<file path="src/rtl/fev_pkg.sv">
package fev_pkg;
  localparam int FEV_WORD_W = 16;

  typedef enum logic [3:0] {
    S_IDLE, S_SWE, S_ESU, S_ERS, S_EOFF, S_ESUOFF,
    S_EVON, S_DWR, S_DWAIT, S_READ, S_EVOFF
  } fev_state_e;

  // A state that must last c cycles loads c-1 into the down-counter.
  function automatic int unsigned cycles_to_load(input int unsigned c);
    return (c == 0) ? 0 : c - 1;
  endfunction

  // Position of the set bit in a one-hot vector (0 when none).
  function automatic int unsigned onehot_pos(input logic [31:0] v);
    int unsigned p;
    p = 0;
    for (int i = 0; i < 32; i++) if (v[i]) p = i;
    return p;
  endfunction

  function automatic logic word_erased(input logic [FEV_WORD_W-1:0] w);
    return &w;
  endfunction
endpackage

</file>
<file path="src/rtl/fev_delay_timer.sv">
module fev_delay_timer #(
  parameter int TW = 16
) (
  input  logic          clk,
  input  logic          rst_n,
  input  logic          load,
  input  logic [TW-1:0] load_val,
  output logic          expired
);
  logic [TW-1:0] cnt_q;

  always_ff @(posedge clk) begin
    if (!rst_n)             cnt_q <= '0;
    else if (load)          cnt_q <= load_val;
    else if (cnt_q != '0)   cnt_q <= cnt_q - 1'b1;
  end

  assign expired = (cnt_q == '0);
endmodule

</file>
<file path="src/rtl/fev_addr_walker.sv">
module fev_addr_walker #(
  parameter int OW = 3
) (
  input  logic          clk,
  input  logic          rst_n,
  input  logic          clr,
  input  logic          inc,
  output logic [OW-1:0] offset,
  output logic          last
);
  always_ff @(posedge clk) begin
    if (!rst_n || clr) offset <= '0;
    else if (inc)      offset <= offset + 1'b1;
  end

  assign last = (offset == {OW{1'b1}});
endmodule

</file>
<file path="src/rtl/fev_ctrl.sv">
module fev_ctrl
  import fev_pkg::*;
#(
  parameter int NBLK      = 4,
  parameter int TW        = 16,
  parameter int MAX_RETRY = 3,
  parameter int T_SWE     = 3,
  parameter int T_ESU     = 4,
  parameter int T_ERASE   = 20,
  parameter int T_EOFF    = 2,
  parameter int T_ESUOFF  = 3,
  parameter int T_EVON    = 2,
  parameter int T_DWAIT   = 2,
  parameter int T_EVOFF   = 3
) (
  input  logic            clk,
  input  logic            rst_n,
  input  logic            start,
  input  logic [NBLK-1:0] blk_sel,
  input  logic            tmr_zero,
  input  logic            word_ok,
  input  logic            word_last,
  output logic            tmr_ld,
  output logic [TW-1:0]   tmr_val,
  output logic            addr_clr,
  output logic            addr_inc,
  output logic            swe,
  output logic            esu,
  output logic            ers,
  output logic            ev,
  output logic            wdt,
  output logic [NBLK-1:0] sel,
  output logic            busy,
  output logic            done,
  output logic            fail,
  output logic            reject,
  output logic            vwr,
  output logic            vrd
);
  localparam int RW = $clog2(MAX_RETRY + 1) + 1;
  localparam logic [RW-1:0] N_LIM  = RW'(MAX_RETRY);
  localparam logic [TW-1:0] L_SWE  = TW'(cycles_to_load(T_SWE));
  localparam logic [TW-1:0] L_ESU  = TW'(cycles_to_load(T_ESU));
  localparam logic [TW-1:0] L_ERS  = TW'(cycles_to_load(T_ERASE));
  localparam logic [TW-1:0] L_EOFF = TW'(cycles_to_load(T_EOFF));
  localparam logic [TW-1:0] L_SOFF = TW'(cycles_to_load(T_ESUOFF));
  localparam logic [TW-1:0] L_EVON = TW'(cycles_to_load(T_EVON));
  localparam logic [TW-1:0] L_DWT  = TW'(cycles_to_load(T_DWAIT));
  localparam logic [TW-1:0] L_EVOF = TW'(cycles_to_load(T_EVOFF));

  fev_state_e st_q, st_d;
  logic swe_d, esu_d, ers_d, ev_d, wdt_d, pass_q, pass_d;
  logic done_d, fail_d, rej_d;
  logic [NBLK-1:0] sel_d;
  logic [RW-1:0] n_q, n_d;

  always_comb begin
    st_d = st_q; swe_d = swe; esu_d = esu; ers_d = ers; ev_d = ev; wdt_d = wdt;
    sel_d = sel; n_d = n_q; pass_d = pass_q;
    done_d = 1'b0; fail_d = 1'b0; rej_d = 1'b0;
    tmr_ld = 1'b0; tmr_val = '0; addr_clr = 1'b0; addr_inc = 1'b0;
    unique case (st_q)
      S_IDLE: if (start) begin
        if ($onehot(blk_sel)) begin
          st_d = S_SWE; swe_d = 1'b1; wdt_d = 1'b1; sel_d = blk_sel;
          n_d = RW'(1); tmr_ld = 1'b1; tmr_val = L_SWE;
        end else rej_d = 1'b1;
      end
      S_SWE: if (tmr_zero) begin
        st_d = S_ESU; esu_d = 1'b1; tmr_ld = 1'b1; tmr_val = L_ESU;
      end
      S_ESU: if (tmr_zero) begin
        st_d = S_ERS; ers_d = 1'b1; tmr_ld = 1'b1; tmr_val = L_ERS;
      end
      S_ERS: if (tmr_zero) begin
        st_d = S_EOFF; ers_d = 1'b0; tmr_ld = 1'b1; tmr_val = L_EOFF;
      end
      S_EOFF: if (tmr_zero) begin
        st_d = S_ESUOFF; esu_d = 1'b0; tmr_ld = 1'b1; tmr_val = L_SOFF;
      end
      S_ESUOFF: if (tmr_zero) begin
        st_d = S_EVON; ev_d = 1'b1; addr_clr = 1'b1;
        tmr_ld = 1'b1; tmr_val = L_EVON;
      end
      S_EVON:  if (tmr_zero) st_d = S_DWR;
      S_DWR: begin
        st_d = S_DWAIT; tmr_ld = 1'b1; tmr_val = L_DWT;
      end
      S_DWAIT: if (tmr_zero) st_d = S_READ;
      S_READ: begin
        if (word_ok && !word_last) begin
          addr_inc = 1'b1; st_d = S_DWR;
        end else begin
          ev_d = 1'b0; pass_d = word_ok; st_d = S_EVOFF;
          tmr_ld = 1'b1; tmr_val = L_EVOF;
        end
      end
      S_EVOFF: if (tmr_zero) begin
        if (pass_q) begin
          st_d = S_IDLE; swe_d = 1'b0; wdt_d = 1'b0; sel_d = '0; done_d = 1'b1;
        end else if (n_q < N_LIM) begin
          n_d = n_q + 1'b1; st_d = S_ESU; esu_d = 1'b1;
          tmr_ld = 1'b1; tmr_val = L_ESU;
        end else begin
          st_d = S_IDLE; swe_d = 1'b0; wdt_d = 1'b0; sel_d = '0; fail_d = 1'b1;
        end
      end
      default: st_d = S_IDLE;
    endcase
  end

  always_ff @(posedge clk) begin
    if (!rst_n) begin
      st_q <= S_IDLE; swe <= 1'b0; esu <= 1'b0; ers <= 1'b0; ev <= 1'b0;
      wdt <= 1'b0; sel <= '0; n_q <= '0; pass_q <= 1'b0;
      done <= 1'b0; fail <= 1'b0; reject <= 1'b0;
    end else begin
      st_q <= st_d; swe <= swe_d; esu <= esu_d; ers <= ers_d; ev <= ev_d;
      wdt <= wdt_d; sel <= sel_d; n_q <= n_d; pass_q <= pass_d;
      done <= done_d; fail <= fail_d; reject <= rej_d;
    end
  end

  assign busy = (st_q != S_IDLE);
  assign vwr  = (st_q == S_DWR);
  assign vrd  = (st_q == S_READ);
endmodule

</file>
<file path="src/rtl/flash_erase_verify.sv">
module flash_erase_verify
  import fev_pkg::*;
#(
  parameter int NBLK      = 4,
  parameter int OW        = 3,
  parameter int TW        = 16,
  parameter int MAX_RETRY = 3,
  parameter int T_SWE     = 3,
  parameter int T_ESU     = 4,
  parameter int T_ERASE   = 20,
  parameter int T_EOFF    = 2,
  parameter int T_ESUOFF  = 3,
  parameter int T_EVON    = 2,
  parameter int T_DWAIT   = 2,
  parameter int T_EVOFF   = 3,
  localparam int BIW      = (NBLK > 1) ? $clog2(NBLK) : 1,
  localparam int AW       = BIW + OW
) (
  input  logic                  clk,
  input  logic                  rst_n,
  input  logic                  start,
  input  logic [NBLK-1:0]       blk_sel,
  output logic                  swe_o,
  output logic                  esu_o,
  output logic                  ers_o,
  output logic                  ev_o,
  output logic [NBLK-1:0]       blk_en,
  output logic                  wdt_en,
  output logic [AW-1:0]         vaddr,
  output logic [FEV_WORD_W-1:0] vwdata,
  output logic                  vwr,
  output logic                  vrd,
  input  logic [FEV_WORD_W-1:0] vrdata,
  output logic                  busy,
  output logic                  done,
  output logic                  fail,
  output logic                  reject
);
  // Internal events, named for the bound checker.
  logic          tmr_zero, tmr_ld, addr_clr, addr_inc, word_ok, word_last;
  logic [TW-1:0] tmr_val;
  logic [OW-1:0] offset;

  assign word_ok = word_erased(vrdata);

  fev_delay_timer #(.TW(TW)) u_timer (
    .clk(clk), .rst_n(rst_n), .load(tmr_ld), .load_val(tmr_val), .expired(tmr_zero)
  );

  fev_addr_walker #(.OW(OW)) u_walk (
    .clk(clk), .rst_n(rst_n), .clr(addr_clr), .inc(addr_inc),
    .offset(offset), .last(word_last)
  );

  fev_ctrl #(
    .NBLK(NBLK), .TW(TW), .MAX_RETRY(MAX_RETRY), .T_SWE(T_SWE), .T_ESU(T_ESU),
    .T_ERASE(T_ERASE), .T_EOFF(T_EOFF), .T_ESUOFF(T_ESUOFF), .T_EVON(T_EVON),
    .T_DWAIT(T_DWAIT), .T_EVOFF(T_EVOFF)
  ) u_ctrl (
    .clk(clk), .rst_n(rst_n), .start(start), .blk_sel(blk_sel),
    .tmr_zero(tmr_zero), .word_ok(word_ok), .word_last(word_last),
    .tmr_ld(tmr_ld), .tmr_val(tmr_val), .addr_clr(addr_clr), .addr_inc(addr_inc),
    .swe(swe_o), .esu(esu_o), .ers(ers_o), .ev(ev_o), .wdt(wdt_en), .sel(blk_en),
    .busy(busy), .done(done), .fail(fail), .reject(reject), .vwr(vwr), .vrd(vrd)
  );

  assign vaddr  = {BIW'(onehot_pos(32'(blk_en))), offset};
  assign vwdata = {FEV_WORD_W{1'b1}};
endmodule

</file>
<file path="config.mk">
export PLATFORM = sky130hd
export DESIGN_NAME = flash_erase_verify
export DESIGN_NICKNAME = d
export VERILOG_FILES = /design/src/rtl/fev_pkg.sv /design/src/rtl/fev_delay_timer.sv /design/src/rtl/fev_addr_walker.sv /design/src/rtl/fev_ctrl.sv /design/src/rtl/flash_erase_verify.sv
export SDC_FILE = /design/constraint.sdc
export NUM_CORES = 1
export LEC_CHECK = 0
export BUFFER_PORTS_ARGS = -buffer_cell sky130_fd_sc_hd__buf_4
export CAP_MARGIN = 0
export CORE_MARGIN = 5
export CORE_UTILIZATION = 57
export CTS_CLUSTER_SIZE = 12
export DETAILED_ROUTE_END_ITERATION = 6
export PLACE_DENSITY = 0.85
export SLEW_MARGIN = 20
export SYNTH_ARGS = -nofsm -noshare
export SYNTH_HDL_FRONTEND = slang
export SYNTH_SLANG_ARGS = --single-unit
</file>
<file path="constraint.sdc">
create_clock -name clk -period 6.9 [get_ports clk]
set_input_delay 2.07 -clock clk [delete_from_list [all_inputs] [get_ports clk]]
set_output_delay 2.07 -clock clk [all_outputs]
set_load 0.1 [all_outputs]
</file>
==> results of run 1 <==
-- synth_stat cells (3+ instances only) --
cell / number
a21oi_1: 7
a31oi_1: 4
a32o_1: 4
and3_1: 3
buf_2: 3
buf_4: 17
buf_6: 4
clkbuf_1: 7
dfxtp_1: 38
ha_1: 8
inv_1: 9
mux2i_1: 3
nand2_1: 12
nand2b_1: 5
nand3_1: 6
nand4_1: 7
nand4b_1: 4
nor2_1: 17
nor2b_1: 4
nor3_1: 15
nor3_2: 3
nor3b_1: 3
nor4_1: 5
o21ai_0: 6
or4_1: 3
xnor2_1: 3
xor2_1: 11
-- critical path, cell delays in order --
cell and delay (ns):
buf_4 0.11, ha_1 0.29, ha_1 0.22, fa_1 0.45, nor4bb_1 0.39, and2_1 0.39, or4_1 0.53, o21ai_0 0.17
-- metal layers --
layer | up-vias | global-route usage | part of all wire
met5 | - | 0 | 0
met4 | 0 | 0.04918 | 0.011
met3 | 7 | 0.04408 | 0.078
met2 | 70 | 0.2810 | 0.45
met1 | 870 | 0.2432 | 0.46
li1 | 948 | - | -
-- layout make-up --
type / count / area (µm²)
Fill cell: 335 / 1358
Clock buffer: 5 / 68.82
Sequential cell: 38 / 760.7
Timing Repair Buffer: 42 / 315.3
Tap cell: 50 / 62.56
Multi-Input combinational cell: 189 / 1304
Inverter: 9 / 33.78
Clock inverter: 3 / 40.04
-- through the flow --
step,hold WS (ns),instance area [µm²],cells,worst slack (ns)
2_1_floorplan,0.4464,2330,269,1.972
3_3_place_gp,0.4732,2470,328,2.216
3_5_place_dp,0.4723,2470,328,2.112
4_1_cts,0.4902,2579,336,2.424
5_1_grt,0.5274,2585,336,2.262
6_report,0.4843,2585,336,2.431
-- kinds of logic after synthesis --
kind of cell | synth area share
AO/OA/AOI/OAI | 0.1458
multiplexers | 0.01816
adder cells (fa/ha/maj) | 0.05284
flip-flops | 0.3346
XOR/XNOR | 0.05394
buffers and inverters | 0.1194
AND/OR/NAND/NOR | 0.2735
other | 0.001649
-- power groups by stage --
stage          clock [W]  sequential [W]  combinational (W)
3_5_place_dp           0        0.000327           0.000564
5_1_grt         0.000193        0.000336           0.000623
3_3_place_gp           0        0.000326           0.000551
6_report        0.000182        0.000325           0.000570
2_1_floorplan          0        0.000340           0.000501
4_1_cts         0.000185        0.000322           0.000568
-- worst paths after layout --
| check | endpoint | slack (ns) |
|---|---|---|
| worst min register to register | u_ctrl.sel[0]$_SDFFE_PN0P_ | 0.48 |
| worst min-delay path | u_ctrl.sel[0]$_SDFFE_PN0P_ | 0.48 |
| worst max register to register | u_timer.cnt_q[1]$_SDFFE_PN0P_ | 3.88 |
| worst max-delay path | u_timer.cnt_q[4]$_SDFFE_PN0P_ | 2.43 |
-- registers in the layout, summed over array words and instances (netlist names) --
register / count
u_ctrl.done: 1
u_ctrl.ers: 1
u_ctrl.esu: 1
u_ctrl.ev: 1
u_ctrl.fail: 1
u_ctrl.n_q: 3
u_ctrl.pass_q: 1
u_ctrl.reject: 1
u_ctrl.sel: 4
u_ctrl.st_q: 4
u_ctrl.swe: 1
u_timer.cnt_q: 16
u_walk.offset: 3
-- cells in the final DEF (no fill, tap or decap), types with 6 or more instances in the layout --
master   count
xor2_1      11
dfxtp_1     38
nand2_1     12
conb_1      16
ha_1         8
inv_1        9
o21ai_0      6
nor3_1      15
nor2_1      17
buf_4       42
nand3_1      6
nand4_1      7
a21oi_1      7
==> results.txt, run 1 <==
In this run, CTS created clock tree buffers numbering 5. The part of the power in the clock network came out at 0.169. The synthesis-stage register bit count came out at 38. For this design the ratio of total power to cell area is 416.6 nW/µm². Relative to the synthesized area, the layout overhead comes to 13.70%. From left edge to right edge, the die measures 73.16 µm. The flow ran to the end, and the final reports show no timing, DRC or antenna violations. The clock input transition at the sequential cells of the worst setup and hold paths is approximately 0.080 ns. The total internal power is roughly 0.00057 W. Of the cells placed in the final design, the portion with a size suffix greater than 1 is 0.2378. The source of the worst hold timing path is u_ctrl.sel[0]$_SDFFE_PN0P_.

The setup skew after layout came out at 0.007749 ns. Wires add up to 4.583 mm. The maximum operating frequency came out at 0.2237 GHz. The number of I/O port buffers came out at 42.

The first TritonRoute pass finished after 6 iterations. The number of instances in the synthesized netlist came out at between 200 and 300. In this run the worst setup path begins at blk_sel[0]. Buffers added to address setup during post-CTS repair amount to 0. The cell count of the worst reg-to-reg path is 7. The number of violations of the max-capacitance limit is 0. The type of the setup path with the least slack is input pin to flip-flop. The number of remaining DRC errors is 0. In this run the static leakage power is 1.112 nW. The placer congestion estimate is 0.8080.

The count of flip-flops with a built-in enable after synthesis is 0. The pin count of the biggest net entering global routing came out at 27. The critical-path maximum fanout is 16.

Once layout is complete, the utilization of the core stands at 0.6557. The worst hold path belongs to the class flip-flop to flip-flop. The number of antenna repair diodes came out at 0.

Of the total power, combinational logic draws 0.529. For this design, the CTS-stage hold fixing added 0 buffers. The fraction of synthesized cell area taken by the top area cell type is 0.3346.

After detailed routing, the number of vias per cell comes to 5.640. The die outline area came out at 5352 µm². The Yosys step of the flow raised 0 warnings. The top flip-flop cell by instance count after synthesis is dfxtp_1. The worst-case IR drop observed on VDD is 0.0001908 V.

The instance count along the most critical hold path came out at 1. The critical path required time is 7.05 ns. The number of routed nets with antenna violations came out at 0. The post-synthesis instance area is 2273 µm². The clock root buffer is clkbuf_8. A synthesized cell averages 8.951 µm².

By area the synthesized netlist is led by dfxtp_1 33%, buf_4 5.6%, ha_1 4.4%. The clock period could shrink to 4.469 ns. The final net count came out at 317. Setup repair after global routing left no endpoint under its margin. The arrival time of data at the critical path endpoint came out at roughly 4.6 ns.

The number of I/O pins came out at 59. The startpoint kind of the worst setup timing path is an input pin. The buffer depth of the longest clock path came out at 2. The number of standard-cell rows in the floorplan came out at 23. The overall power came out at 0.001077 W.

The type of destination of the critical path is a flip-flop. The share of total power dissipated in sequential elements is 0.302. The via count of the first global-routing pass is 1745. The first-pass GRT wire length came out at between 7 and 8 mm. The final routed wire length divided by cell count came out at between 10 and 15 µm. The number of setup violations in the final report came out at 0. Once the clock tree was built, the resizer swapped 0 gates to a different size. TritonCTS built the clock tree.

The number of levels in the clock H-tree is 2. The final number of max-transition violations is 0. The period utilization is 0.6477.

The share of synthesized flip-flops with an asynchronous set or reset is 0. The library cell with the largest summed area after synthesis is dfxtp_1. The sequential area share after synthesis is 0.3346. The total routing usage reported by global routing is 0.1788. For this configuration, the core starts out at a cell density of 0.5766. The total half-perimeter wirelength after legalization and detailed placement came out at 3.418 mm.

The unique cell type count in the Yosys netlist came out at 62. The number of hold-slack violations in the final timing report came out at 0. Of the total power, the share spent switching nets is 0.4707.

In this run the tightest slew margin relative to its limit is 0.2990. At the pin with the least slew margin, the transition time is 1.045 ns. The latest clock arrival within the worst-skew pair came out at 0.29 ns. The worst register-to-register path begins at u_timer.cnt_q[0]$_SDFFE_PN0P_. The sum of negative setup slack came out at 0 ns. Counting every sink on the clock net gives 38. The number of antenna violations at the first check in global routing came out at 0. The total via count after detailed routing came out at 1895.

After the first detailed-routing iteration, the DRC count stood at 84. The floorplan step defined a core boundary enclosing 3943 µm². For this design the total switching power over the nets is approximately 0.00051 W. In this run the vertical extent of the chip is 73.16 µm. The final global-route overflow total is 0.
Power figures use the tool's default switching activity.
==> inputs of run 2 (changes only) <==
--- a/config.mk
+++ b/config.mk
@@ -5,13 +5,14 @@
 export SDC_FILE = /design/constraint.sdc
 export NUM_CORES = 1
 export LEC_CHECK = 0
+export ABC_AREA = 1
 export BUFFER_PORTS_ARGS = -buffer_cell sky130_fd_sc_hd__buf_4
 export CAP_MARGIN = 0
 export CORE_MARGIN = 5
-export CORE_UTILIZATION = 57
+export CORE_UTILIZATION = 48
 export CTS_CLUSTER_SIZE = 12
 export DETAILED_ROUTE_END_ITERATION = 6
-export PLACE_DENSITY = 0.85
+export PLACE_DENSITY = 0.76
 export SLEW_MARGIN = 20
 export SYNTH_ARGS = -nofsm -noshare
 export SYNTH_HDL_FRONTEND = slang
==> constraint.sdc (replaced) <==
create_clock -name clk -period 3.6 [get_ports clk]
set_input_delay 1.08 -clock clk [delete_from_list [all_inputs] [get_ports clk]]
set_output_delay 1.08 -clock clk [all_outputs]
set_load 0.1 [all_outputs]
==> results.txt, run 2 <==
After clock tree synthesis, the clock-pin slew on the worst setup and hold paths is 0.07 ns. For this design the ratio of total power to cell area is 839.3 nW/µm². The warning count from the yosys run is 0.

The portion of total power attributed to sequential cells came out at 0.264. After detailed routing, the number of vias per cell comes to 4.800. The analysis attributes to cell leakage a power of 1.287 nW.

The initial cell density of the core came out at 0.4927. The period utilization came out at 0.8152. The maximum operating frequency is roughly 0.34 GHz. The number of hold-slack violations in the final timing report is 0. The share of synthesized area in the top cell type comes to 0.3269. The quantity of gates resized following cts is 0. Setup repair after global routing left no endpoint under its margin. The die extent in y came out at 79.63 µm. On the final layout, the worst hold slack is about 0.47 ns. The critical-path maximum fanout is 7.

The number of post-CTS setup repair buffers came out at 0. The number of I/O pins came out at 59. The worst setup path is captured at a flip-flop.

The worst min-delay path category is flip-flop to flip-flop. More flip-flops sit in one register than any other, and that register is u_timer.cnt_q. Summed over all instances, the cell type with the most area after synthesis is dfxtp_1. The number of flip-flops in the largest register came out at 16. Clock tree synthesis found a total of 38 sinks. The setup slack of the most critical reg-to-reg path is ~1.7 ns. At the worst endpoint, the arrival time is approximately 3.1 ns. Entering global routing, the biggest net connects 25 pins.

The first-pass iteration count of the detailed router is 6. After synthesis, the cell types taking the most area are dfxtp_1 33%, nand2_1 12%, nor2_1 7.7%. The netlist uses 35 different library cells.

The critical path required time is 3.75 ns. Setup violations remaining at the end of the flow were counted as 0. In this run, synthesis produced a sequential element count of 38. The cell area that synthesis handed to floorplanning was 2327 µm². The number of standard-cell rows in the floorplan is 25. For this design the total switching power over the nets is ~0.0012 W. nand2_1 is the most common cell in the netlist. The area inside the core boundary came out at 4723 µm². The worst max-slew margin expressed relative to the limit came out at 0.4839. The floorplan step set the die width to roughly 80 µm. Clock tree synthesis selected as its root buffer the cell clkbuf_8. The top cell types in the final layout, fill and taps aside, are 72 x nand2_1, 48 x nor2_1, 42 x buf_4. The startpoint kind of the worst setup timing path is an input pin. The final routed wire length divided by cell count is 11.69 µm. The number of I/O port buffers is 42.

The placer congestion estimate came out at 0.8698. The count of hold buffers inserted by post-cts repair came out at 0. The number of routed nets with antenna violations is 0. The CTS tree is yes. The minimum clock period after layout came out at 2.935 ns.

The number of antenna violations at the first check in global routing is 0. The H-tree generated during clock tree synthesis spans 2 levels. Ranked by instance count, the synthesized netlist is headed by 72 x nand2_1, 48 x nor2_1, 38 x dfxtp_1, 30 x inv_1, 21 x a21oi_1.

The setup skew after layout came out at 0.01014 ns. The number of remaining DRC errors is 0. The sum of negative setup slack is 0 ns. The type of the setup path with the least slack is input pin to flip-flop. Counting flops with an async set or reset pin after synthesis yields a share of 0.

Across all layers, the routed design uses 2117 vias. The share of total power dissipated in combinational logic is 0.604. A synthesized cell averages 7.074 µm². The final number of max-transition violations came out at 0.

The share of layout cells above drive strength 1 came out at 0.2166. The final layout contains approximately 410 nets. The via count of the first global-routing pass came out at ~2000.

The buffer depth of the longest clock path came out at 2. Summed over all layers, the global routing overflow is 0. The later pin in the worst-skew pair is clocked with a latency of ~0.3 ns. The most frequent standard cell in the layout excluding fill and tap cells is nand2_1. The total internal power is 0.001097 W.

The number of buffers created by CTS came out at 5. The sequential area share after synthesis came out at 0.3269. The number of instances in the synthesized netlist is ~330.

The flow ran to the end, and the final reports show no timing, DRC or antenna violations. For this run, the total global-route usage over all layers was measured as 0.1741. The transition time at the pin with the least slew margin came out at approximately 0.77 ns. The total wire length is 5.156 mm. The first-iteration detailed-routing DRC count is 86. The first-pass GRT wire length came out at 8.694 mm. The die covers 6341 µm². The maximum ir drop on the vdd rail came out at 0.0006616 V. The final-layout fill cell count came out at around 480. The area growth from synthesis to final layout came out at 17.20%.

The count of flip-flops with a built-in enable after synthesis came out at 0. The number of antenna repair diodes is 0. The share of total power dissipated in the clock network is 0.132. Of the total power, the share spent switching nets is 0.5206. The largest registers in the layout are u_timer.cnt_q x16, u_ctrl.sel x4, u_ctrl.st_q x4. In the synthesized netlist the dominant register cell turns out to be dfxtp_1. The total half-perimeter wirelength after legalization and detailed placement is 4.121 mm.

The number of violations of the max-capacitance limit is 0.
## run 2: changes by cell type in the layout (fill, tap and decap cells not counted), moves of 6 or more
cell     previous run  this run
nor2_1             17        48
nand3_1             6        12
nor2_2              0         8
inv_1               9        30
a21oi_1             7        21
nor3_1             15         4
nand2_1            12        72
## run 2: kinds of logic (layout without fill, tap and decap cells)
logic type / after synthesis / count (layout) / synth area share
AO/OA/AOI/OAI: 41 / 41 / 0.09946
XOR/XNOR: 13 / 13 / 0.04893
flip-flops: 38 / 38 / 0.3269
buffers and inverters: 55 / 85 / 0.1194
adder cells (fa/ha/maj): 9 / 9 / 0.05161
AND/OR/NAND/NOR: 172 / 172 / 0.3522
other: 1 / 16 / 0.001611
## run 2: cell type report
| cell class | count | area, µm² | area share |
|---|---|---|---|
| Timing Repair Buffer | 42 | 315.3 | 0.1156 |
| Clock buffer | 7 | 86.33 | 0.03165 |
| Sequential cell | 38 | 760.7 | 0.2789 |
| Clock inverter | 1 | 5.005 | 0.001835 |
| Tap cell | 67 | 83.83 | 0.03073 |
| Multi-Input combinational cell | 251 | 1345 | 0.4931 |
| Inverter | 35 | 131.4 | 0.04817 |
## run 2: metrics by stage
step,instance area (µm²),utilization,setup WS (ns),power [W],instances
6_report,2728,0.5775,0.6652,0.002289,441
5_1_grt,2728,0.5775,0.5221,0.002487,441
3_3_place_gp,2636,0.5581,0.4343,0.001969,433
2_1_floorplan,2384,-,0.5810,0.001769,344
4_1_cts,2728,0.5775,0.6620,0.002304,441
3_5_place_dp,2636,0.5581,0.3445,0.001993,433
## run 2: final timing paths
| path | from | to | cells after the start |
|---|---|---|---|
| worst max register to register | u_timer.cnt_q[0]$_SDFFE_PN0P_ | u_timer.cnt_q[14]$_SDFFE_PN0P_ | 13 |
| worst max-delay path | blk_sel[0] | u_ctrl.sel[1]$_SDFFE_PN0P_ | 11 |
| worst min-delay path | u_walk.offset[2]$_SDFFE_PP0P_ | u_walk.offset[2]$_SDFFE_PP0P_ | 2 |
| worst min register to register | u_walk.offset[2]$_SDFFE_PP0P_ | u_walk.offset[2]$_SDFFE_PP0P_ | 2 |
## run 2: layer usage
layer  global-route usage  routed length, µm  up-vias
met3              0.04628                274       12
met2               0.3022               2598       51
met5                    0                  0        -
met1               0.1979               2171      939
met4              0.07904                112        0
li1                     -                  -     1115
## run 2: power by group through the flow
stage          Sequential, W  Clock [W]  Combinational (W)
2_1_floorplan       0.000676          0            0.00109
3_3_place_gp        0.000611          0            0.00136
3_5_place_dp        0.000613          0            0.00138
4_1_cts             0.000604   0.000312            0.00139
5_1_grt             0.000617   0.000331            0.00154
6_report            0.000604   0.000303            0.00138
## run 2: worst max-delay path, cell delays in order
cell and delay [ns]:
buf_4 0.12, ha_1 0.29, ha_1 0.21, fa_1 0.42, nand3b_1 0.24, nor2_4 0.22
inv_1 0.11, o21ai_0 0.10, nand2_1 0.15, nand2_1 0.10, a21oi_1 0.05
